`config.mk`:
```
export PLATFORM = sky130hd
export DESIGN_NAME = gauge_sched
export DESIGN_NICKNAME = d
export VERILOG_FILES = /design/src/rtl/gauge_sched_pkg.sv /design/src/rtl/gauge_sched_sync.sv /design/src/rtl/gauge_sched_sleep.sv /design/src/rtl/gauge_sched_timer.sv /design/src/rtl/gauge_sched.sv
export SDC_FILE = /design/constraint.sdc
export NUM_CORES = 1
export LEC_CHECK = 0
export BUFFER_PORTS_ARGS = -buffer_cell sky130_fd_sc_hd__buf_2
export CORE_MARGIN = 2
export CORE_UTILIZATION = 50
export CTS_CLUSTER_SIZE = 8
export DETAILED_ROUTE_END_ITERATION = 8
export PLACE_DENSITY_LB_ADDON = 0.15
export SLEW_MARGIN = 25
export SYNTH_ARGS = -nofsm -noshare
export SYNTH_HDL_FRONTEND = slang
export SYNTH_SLANG_ARGS = --single-unit
```
`constraint.sdc`:
```
create_clock -name clk -period 1.95 [get_ports clk]
set_input_delay 0.0975 -clock clk [delete_from_list [all_inputs] [get_ports clk]]
set_output_delay 0.0975 -clock clk [all_outputs]
set_load 0.1 [all_outputs]
```
`src/rtl/gauge_sched_pkg.sv`:
```
package gauge_sched_pkg;

  // Raw asynchronous pins grouped for the synchronizer
  typedef struct packed {
    logic qstrt;
    logic sda;
    logic scl;
  } pins_t;

  // Milliseconds to time-base ticks, exact integer arithmetic
  function automatic int unsigned ms_to_ticks(input int unsigned hz, input int unsigned ms);
    longint unsigned prod;
    prod = longint'(hz) * longint'(ms);
    return int'(prod / 1000);
  endfunction

endpackage

```
`src/rtl/gauge_sched_sync.sv`:
```
module gauge_sched_sync #(
  parameter int unsigned W      = 3,
  parameter int unsigned STAGES = 2
) (
  input  logic         clk,
  input  logic         rst_n,
  input  logic [W-1:0] d_i,
  output logic [W-1:0] q_o
);

  for (genvar b = 0; b < W; b++) begin : g_bit
    logic [STAGES-1:0] sh_q;
    always_ff @(posedge clk or negedge rst_n) begin
      if (!rst_n) sh_q <= '0;
      else        sh_q <= {sh_q[STAGES-2:0], d_i[b]};
    end
    assign q_o[b] = sh_q[STAGES-1];
  end

endmodule

```
`src/rtl/gauge_sched_sleep.sv`:
```
module gauge_sched_sleep #(
  parameter int unsigned BUS_LOW_TICKS = 65536,
  localparam int unsigned LW = $clog2(BUS_LOW_TICKS)
) (
  input  logic clk,
  input  logic rst_n,
  input  logic tick_i,
  input  logic scl_s,
  input  logic sda_s,
  input  logic sleep_bit_i,
  output logic sleep_o,
  output logic sleep_d_o,
  output logic wake_o
);

  localparam logic [LW-1:0] LOW_LAST = LW'(BUS_LOW_TICKS - 1);

  logic [LW-1:0] lcnt_q, lcnt_d;
  logic          bus_slp_q, bus_slp_d;
  logic          reg_slp_q;
  logic          scl_prev_q, sda_prev_q;
  logic          rise, both_low;

  assign rise     = (scl_s & ~scl_prev_q) | (sda_s & ~sda_prev_q);
  assign both_low = ~scl_s & ~sda_s;

  always_comb begin
    lcnt_d    = lcnt_q;
    bus_slp_d = bus_slp_q;
    if (bus_slp_q) begin
      lcnt_d = '0;
      if (rise) bus_slp_d = 1'b0;
    end else if (!both_low || reg_slp_q) begin
      lcnt_d = '0;
    end else if (tick_i) begin
      if (lcnt_q == LOW_LAST) begin
        lcnt_d    = '0;
        bus_slp_d = 1'b1;
      end else begin
        lcnt_d = lcnt_q + 1'b1;
      end
    end
  end

  always_ff @(posedge clk or negedge rst_n) begin
    if (!rst_n) begin
      lcnt_q     <= '0;
      bus_slp_q  <= 1'b0;
      reg_slp_q  <= 1'b0;
      scl_prev_q <= 1'b0;
      sda_prev_q <= 1'b0;
    end else begin
      lcnt_q     <= lcnt_d;
      bus_slp_q  <= bus_slp_d;
      reg_slp_q  <= sleep_bit_i;
      scl_prev_q <= scl_s;
      sda_prev_q <= sda_s;
    end
  end

  assign sleep_o   = bus_slp_q | reg_slp_q;
  assign sleep_d_o = bus_slp_d | sleep_bit_i;
  assign wake_o    = sleep_o & ~sleep_d_o;

endmodule

```
`src/rtl/gauge_sched_timer.sv`:
```
module gauge_sched_timer #(
  parameter int unsigned FIRST_TICKS  = 4096,
  parameter int unsigned PERIOD_TICKS = 16384,
  localparam int unsigned MAXT = (FIRST_TICKS > PERIOD_TICKS) ? FIRST_TICKS : PERIOD_TICKS,
  localparam int unsigned CW   = $clog2(MAXT)
) (
  input  logic clk,
  input  logic rst_n,
  input  logic tick_i,
  input  logic run_i,
  input  logic wake_i,
  input  logic qs_i,
  output logic done_o,
  output logic restart_o
);

  logic [CW-1:0] cnt_q, cnt_d, lim;
  logic          first_q, first_d;
  logic          done_q, done_d;
  logic          rst_q, rst_d;

  assign lim = first_q ? CW'(FIRST_TICKS - 1) : CW'(PERIOD_TICKS - 1);

  always_comb begin
    cnt_d   = cnt_q;
    first_d = first_q;
    done_d  = 1'b0;
    rst_d   = 1'b0;
    if (qs_i) begin
      cnt_d   = '0;
      first_d = 1'b1;
      rst_d   = 1'b1;
    end else if (wake_i) begin
      cnt_d   = '0;
      first_d = 1'b0;
    end else if (run_i && tick_i) begin
      if (cnt_q == lim) begin
        cnt_d   = '0;
        first_d = 1'b0;
        done_d  = 1'b1;
      end else begin
        cnt_d = cnt_q + 1'b1;
      end
    end
  end

  always_ff @(posedge clk or negedge rst_n) begin
    if (!rst_n) begin
      cnt_q   <= '0;
      first_q <= 1'b1;
      done_q  <= 1'b0;
      rst_q   <= 1'b0;
    end else begin
      cnt_q   <= cnt_d;
      first_q <= first_d;
      done_q  <= done_d;
      rst_q   <= rst_d;
    end
  end

  assign done_o    = done_q;
  assign restart_o = rst_q;

endmodule

```
`src/rtl/gauge_sched.sv`:
```
module gauge_sched
  import gauge_sched_pkg::*;
#(
  parameter int unsigned TICK_HZ     = 32768,
  parameter int unsigned FIRST_MS    = 125,
  parameter int unsigned PERIOD_MS   = 500,
  parameter int unsigned BUS_LOW_MS  = 2000,
  parameter int unsigned SYNC_STAGES = 2
) (
  input  logic clk,
  input  logic rst_n,
  input  logic tick_i,
  input  logic scl_i,
  input  logic sda_i,
  input  logic qstrt_i,
  input  logic sleep_bit_i,
  input  logic qs_cmd_i,
  output logic sleep_o,
  output logic conv_done_o,
  output logic restart_o
);

  localparam int unsigned FIRST_T  = ms_to_ticks(TICK_HZ, FIRST_MS);
  localparam int unsigned PERIOD_T = ms_to_ticks(TICK_HZ, PERIOD_MS);
  localparam int unsigned BUSLOW_T = ms_to_ticks(TICK_HZ, BUS_LOW_MS);

  // Reset: asserted asynchronously, released on the clock
  logic [1:0] rst_sh_q;
  logic       rst_n_int;
  always_ff @(posedge clk or negedge rst_n) begin
    if (!rst_n) rst_sh_q <= 2'b00;
    else        rst_sh_q <= {rst_sh_q[0], 1'b1};
  end
  assign rst_n_int = rst_sh_q[1];

  pins_t raw, syn;
  assign raw.scl   = scl_i;
  assign raw.sda   = sda_i;
  assign raw.qstrt = qstrt_i;

  gauge_sched_sync #(.W($bits(pins_t)), .STAGES(SYNC_STAGES)) u_sync (
    .clk   (clk),
    .rst_n (rst_n_int),
    .d_i   (raw),
    .q_o   (syn)
  );

  // Quick-start: pin rising edge or command strobe
  logic qstrt_prev_q, qs;
  always_ff @(posedge clk or negedge rst_n_int) begin
    if (!rst_n_int) qstrt_prev_q <= 1'b0;
    else            qstrt_prev_q <= syn.qstrt;
  end
  assign qs = (syn.qstrt & ~qstrt_prev_q) | qs_cmd_i;

  logic sleep_d, wake;

  gauge_sched_sleep #(.BUS_LOW_TICKS(BUSLOW_T)) u_sleep (
    .clk         (clk),
    .rst_n       (rst_n_int),
    .tick_i      (tick_i),
    .scl_s       (syn.scl),
    .sda_s       (syn.sda),
    .sleep_bit_i (sleep_bit_i),
    .sleep_o     (sleep_o),
    .sleep_d_o   (sleep_d),
    .wake_o      (wake)
  );

  gauge_sched_timer #(.FIRST_TICKS(FIRST_T), .PERIOD_TICKS(PERIOD_T)) u_timer (
    .clk       (clk),
    .rst_n     (rst_n_int),
    .tick_i    (tick_i),
    .run_i     (~sleep_d),
    .wake_i    (wake),
    .qs_i      (qs),
    .done_o    (conv_done_o),
    .restart_o (restart_o)
  );

endmodule

```
==> impl_metrics.env <==
export IMPL_worstPathCellList="or3b_4 > a2111oi_4 > nor3_2 > buf_4 > a32oi_1 > o41ai_2"
export IMPL_routed_via_density=5.71
export IMPL_worst_skew_pair_late_latency_ns=0.30
export IMPL_clock_tree_root_cell="clkbuf_8"
export IMPL_synth_area_sq_mm=0.00224
export IMPL_run_status="complete, but fails checks"
export IMPL_timing_worst_setup_path_type="register to register"
export IMPL_worst_endpoint_required_ns=2.12
export IMPL_post_synth_inst_count=222
export IMPL_peakVddDrop_uv=466
export IMPL_placementRows=24
export IMPL_critical_path_n_buffers_inverters=1
export IMPL_timing_max_cap_violations=0
export IMPL_detailed_place_hpwl_mm=3.64
export IMPL_final_setup_viol_count=13
export IMPL_final_cell_mix="buf_4 (46), dfrtp_1 (44), nor2_1 (18)"
export IMPL_postLayoutSetupSlackWorst_ns=-0.0637
export IMPL_worst_setup_path_start_kind="register"
export IMPL_diodes_inserted=0
export IMPL_clkSlewWorstSetupHoldPaths_ns=0.09
export IMPL_routed_via_count=1942
export IMPL_post_dp_cell_area_sq_mm=0.00266
export IMPL_synth_seq_area_share_pct=51.4
export IMPL_areaGrowthSynthToFinish_pct=34.7
export IMPL_boundaryPins=11
export IMPL_cts_buffers=5
export IMPL_cp_endpoint="u_timer.cnt_q[7]"
export IMPL_synth_warning_count=0
export IMPL_hold_violations_final=0
export IMPL_drt_pass1_iter_count=4
export IMPL_initial_utilization_pct=51.9
export IMPL_timing_rr_start="u_timer.first_q"
export IMPL_rr_endpoint="u_timer.cnt_q[7]"
export IMPL_initialDrtViolationCount=125
export IMPL_kind_of_end_point_of_the_critical_path="register"
export IMPL_gp_routability_congestion=0.858
export IMPL_track_usage_pct=21.8
export IMPL_p_leak_uw=0.00128
export IMPL_maxSlewViolCount=0
export IMPL_clock_path_buffers=2
export IMPL_pin_count_of_the_biggest_net_entering_global_routing=29
export IMPL_max_clock_freq_ghz=0.497
export IMPL_tritoncts_num_sinks=46
export IMPL_numPortBuffers=10
export IMPL_timing_reg2reg_worst_path_depth=6
export IMPL_floorplan_die_height_microns=71.0
export IMPL_period_needed_ns=2.01
export IMPL_total_die_area_sq_mm=0.00504
export IMPL_congestion_overflow_gr=0
export IMPL_wl_per_cell_microns=15.7
export IMPL_number_of_antenna_violations_at_the_first_check_in_global_routing=0
export IMPL_layout_filler_cells=342
export IMPL_nets=297
export IMPL_synth_edf_count=0
export IMPL_layout_worst_path_cycle_share_pct=103
export IMPL_violations="setup timing"
export IMPL_setup_tns_final_ns=-0.411
export IMPL_power_per_cell_area_mw_per_mm2=586
export IMPL_synthDistinctLibCells=55
export IMPL_arrival_ns=2.19
export IMPL_worst_path_stages=6
export IMPL_die_width_microns=71.0
export IMPL_syn_nets=232
export IMPL_postSynthRegisterBits=46
export IMPL_fin_area_sq_mm=0.00302
export IMPL_drc=0
export IMPL_critPathTopFamily="compound AO/OA/AOI/OAI gates"
export IMPL_crit_start="u_timer.first_q"
export IMPL_cpPeakStageDelay_ns=0.55
export IMPL_unrepaired_setup_endpoints_after_global_routing="yes"
export IMPL_worst_slew_pin_transition_ns=0.600
export IMPL_fin_worst_skew_ns=0.0105
export IMPL_worst_r2r_setup_slack_ns=-0.06
export IMPL_post_synth_cell_area_avg_sq_um=10.1
export IMPL_worst_min_delay_path_class="input pin to register"
export IMPL_antenna_violating_nets_post_route=0
export IMPL_wirelength_mm=5.34
export IMPL_ys_flop_type="dfrtp_1"
export IMPL_floorplan_core_area_sq_mm=0.00432
export IMPL_slew_margin_rel_pct=60.0
export IMPL_pre_cts_ws_ns=-0.141
export IMPL_final_layout_size_suffix_gt1_share_pct=37.8
export IMPL_htree_num_levels=2
export IMPL_critPathMaxFanout=7
export IMPL_postSynth_asyncResetShare_pct=100
export IMPL_layout_commonest_cell="buf_4"
export IMPL_cts_tree="done"
export IMPL_first_global_vias=1950
export IMPL_cp_slowest_cell="dfstp_2"
export IMPL_grt_pass1_wl_mm=8.81
[area by class of cell]
cell class / count / area (sq um) / share of cell area (%)
multi-input combinational: 159 / 1180 / 39.1
sequential: 46 / 1150 / 38.2
timing repair buffer: 65 / 490 / 16.2
clock buffer: 6 / 82.6 / 2.73
tap: 52 / 65.1 / 2.15
inverter: 10 / 37.5 / 1.24
clock inverter: 2 / 12.5 / 0.414
[cells in the mapped netlist (all sizes together), types with 3 or more instances]
master	count	area share [%]
a21oi	5	1.3
a32oi	8	3.1
buf	3	1.2
clkbuf	4	0.67
dfrtp	45	50
inv	10	1.7
nand2	15	2.5
nand2b	3	0.84
nand3	14	3.1
nand4	8	2.5
nor2	19	3.2
nor3	5	1.1
nor4	5	1.4
o21ai	13	3.4
o31ai	7	2.3
or2	5	1.5
xnor2	4	1.6
xor2	3	1.2
[routing by layer]
| layer | track usage [%] | share of wire [%] |
|---|---|---|
| met5 | 0 | 0 |
| met4 | 6.29 | 0.90 |
| met3 | 4.13 | 2.5 |
| met2 | 33.9 | 47 |
| met1 | 31.3 | 49 |
[power breakdown]
part / switching (uW) / leakage [uW] / internal (uW)
Clock: 310 / 0.0000472 / 285
Sequential: 21.6 / 0.000606 / 974
Combinational: 106 / 0.000631 / 74.2
Total: 437 / 0.00128 / 1330
[registers in the layout, summed over array words and instances (netlist names)]
name                flops
qstrt_prev_q            1
rst_sh_q                2
u_sleep.bus_slp_q       1
u_sleep.lcnt_q         16
u_sleep.reg_slp_q       1
u_sleep.scl_prev_q      1
u_sleep.sda_prev_q      1
u_sync.g_bit.sh_q       6
u_timer.cnt_q          14
u_timer.done_o          1
u_timer.first_q         1
u_timer.restart_o       1
[worst min path at each step]
stage / slack, ns / cells past startpoint / endpoint / start
floorplan: -0.20 / 0 / rst_sh_q[0] / rst_n
global placement: -0.12 / 1 / rst_sh_q[0] / rst_n
detailed placement: -0.12 / 1 / rst_sh_q[0] / rst_n
CTS: 0.08 / 3 / u_timer.restart_o / qs_cmd_i
global route: 0.11 / 2 / rst_sh_q[1] / rst_n
finish: 0.10 / 3 / u_timer.restart_o / qs_cmd_i
[tightest hold or removal path, stage by stage]
cell and delay, ns:
buf_2 0.09, a21oi_2 0.04, inv_1 0.12
[per-stage QoR]
step | utilization (%) | hold WS, ns | instances | total power (uW)
2_1_floorplan | - | -0.198 | 222 | 1100
3_3_place_gp | 61.5 | -0.117 | 321 | 1160
3_5_place_dp | 61.5 | -0.116 | 321 | 1160
4_1_cts | 66.2 | 0.0849 | 336 | 1780
5_1_grt | 69.9 | 0.106 | 340 | 1850
6_report | 69.9 | 0.100 | 340 | 1770
[timing repair]
action | in CTS | in global routing
gates resized for setup | 7 | 26
buffers inserted | 2 | 4
pin swaps | 3 | 4
endpoints found under the setup margin | 14 | 26
endpoints found under the hold margin | 7 | 0
hold buffers | 5 | 0
[logic make-up after synthesis]
logic type               share of synthesized area [%]
flip-flops                                        51.4
other                                            0.167
XOR/XNOR                                          2.73
AND/OR/NAND/NOR                                   21.8
adder cells (fa/ha/maj)                           1.12
AO/OA/AOI/OAI                                     19.3
buffers and inverters                             3.57
(Power assumes the default switching activity.)
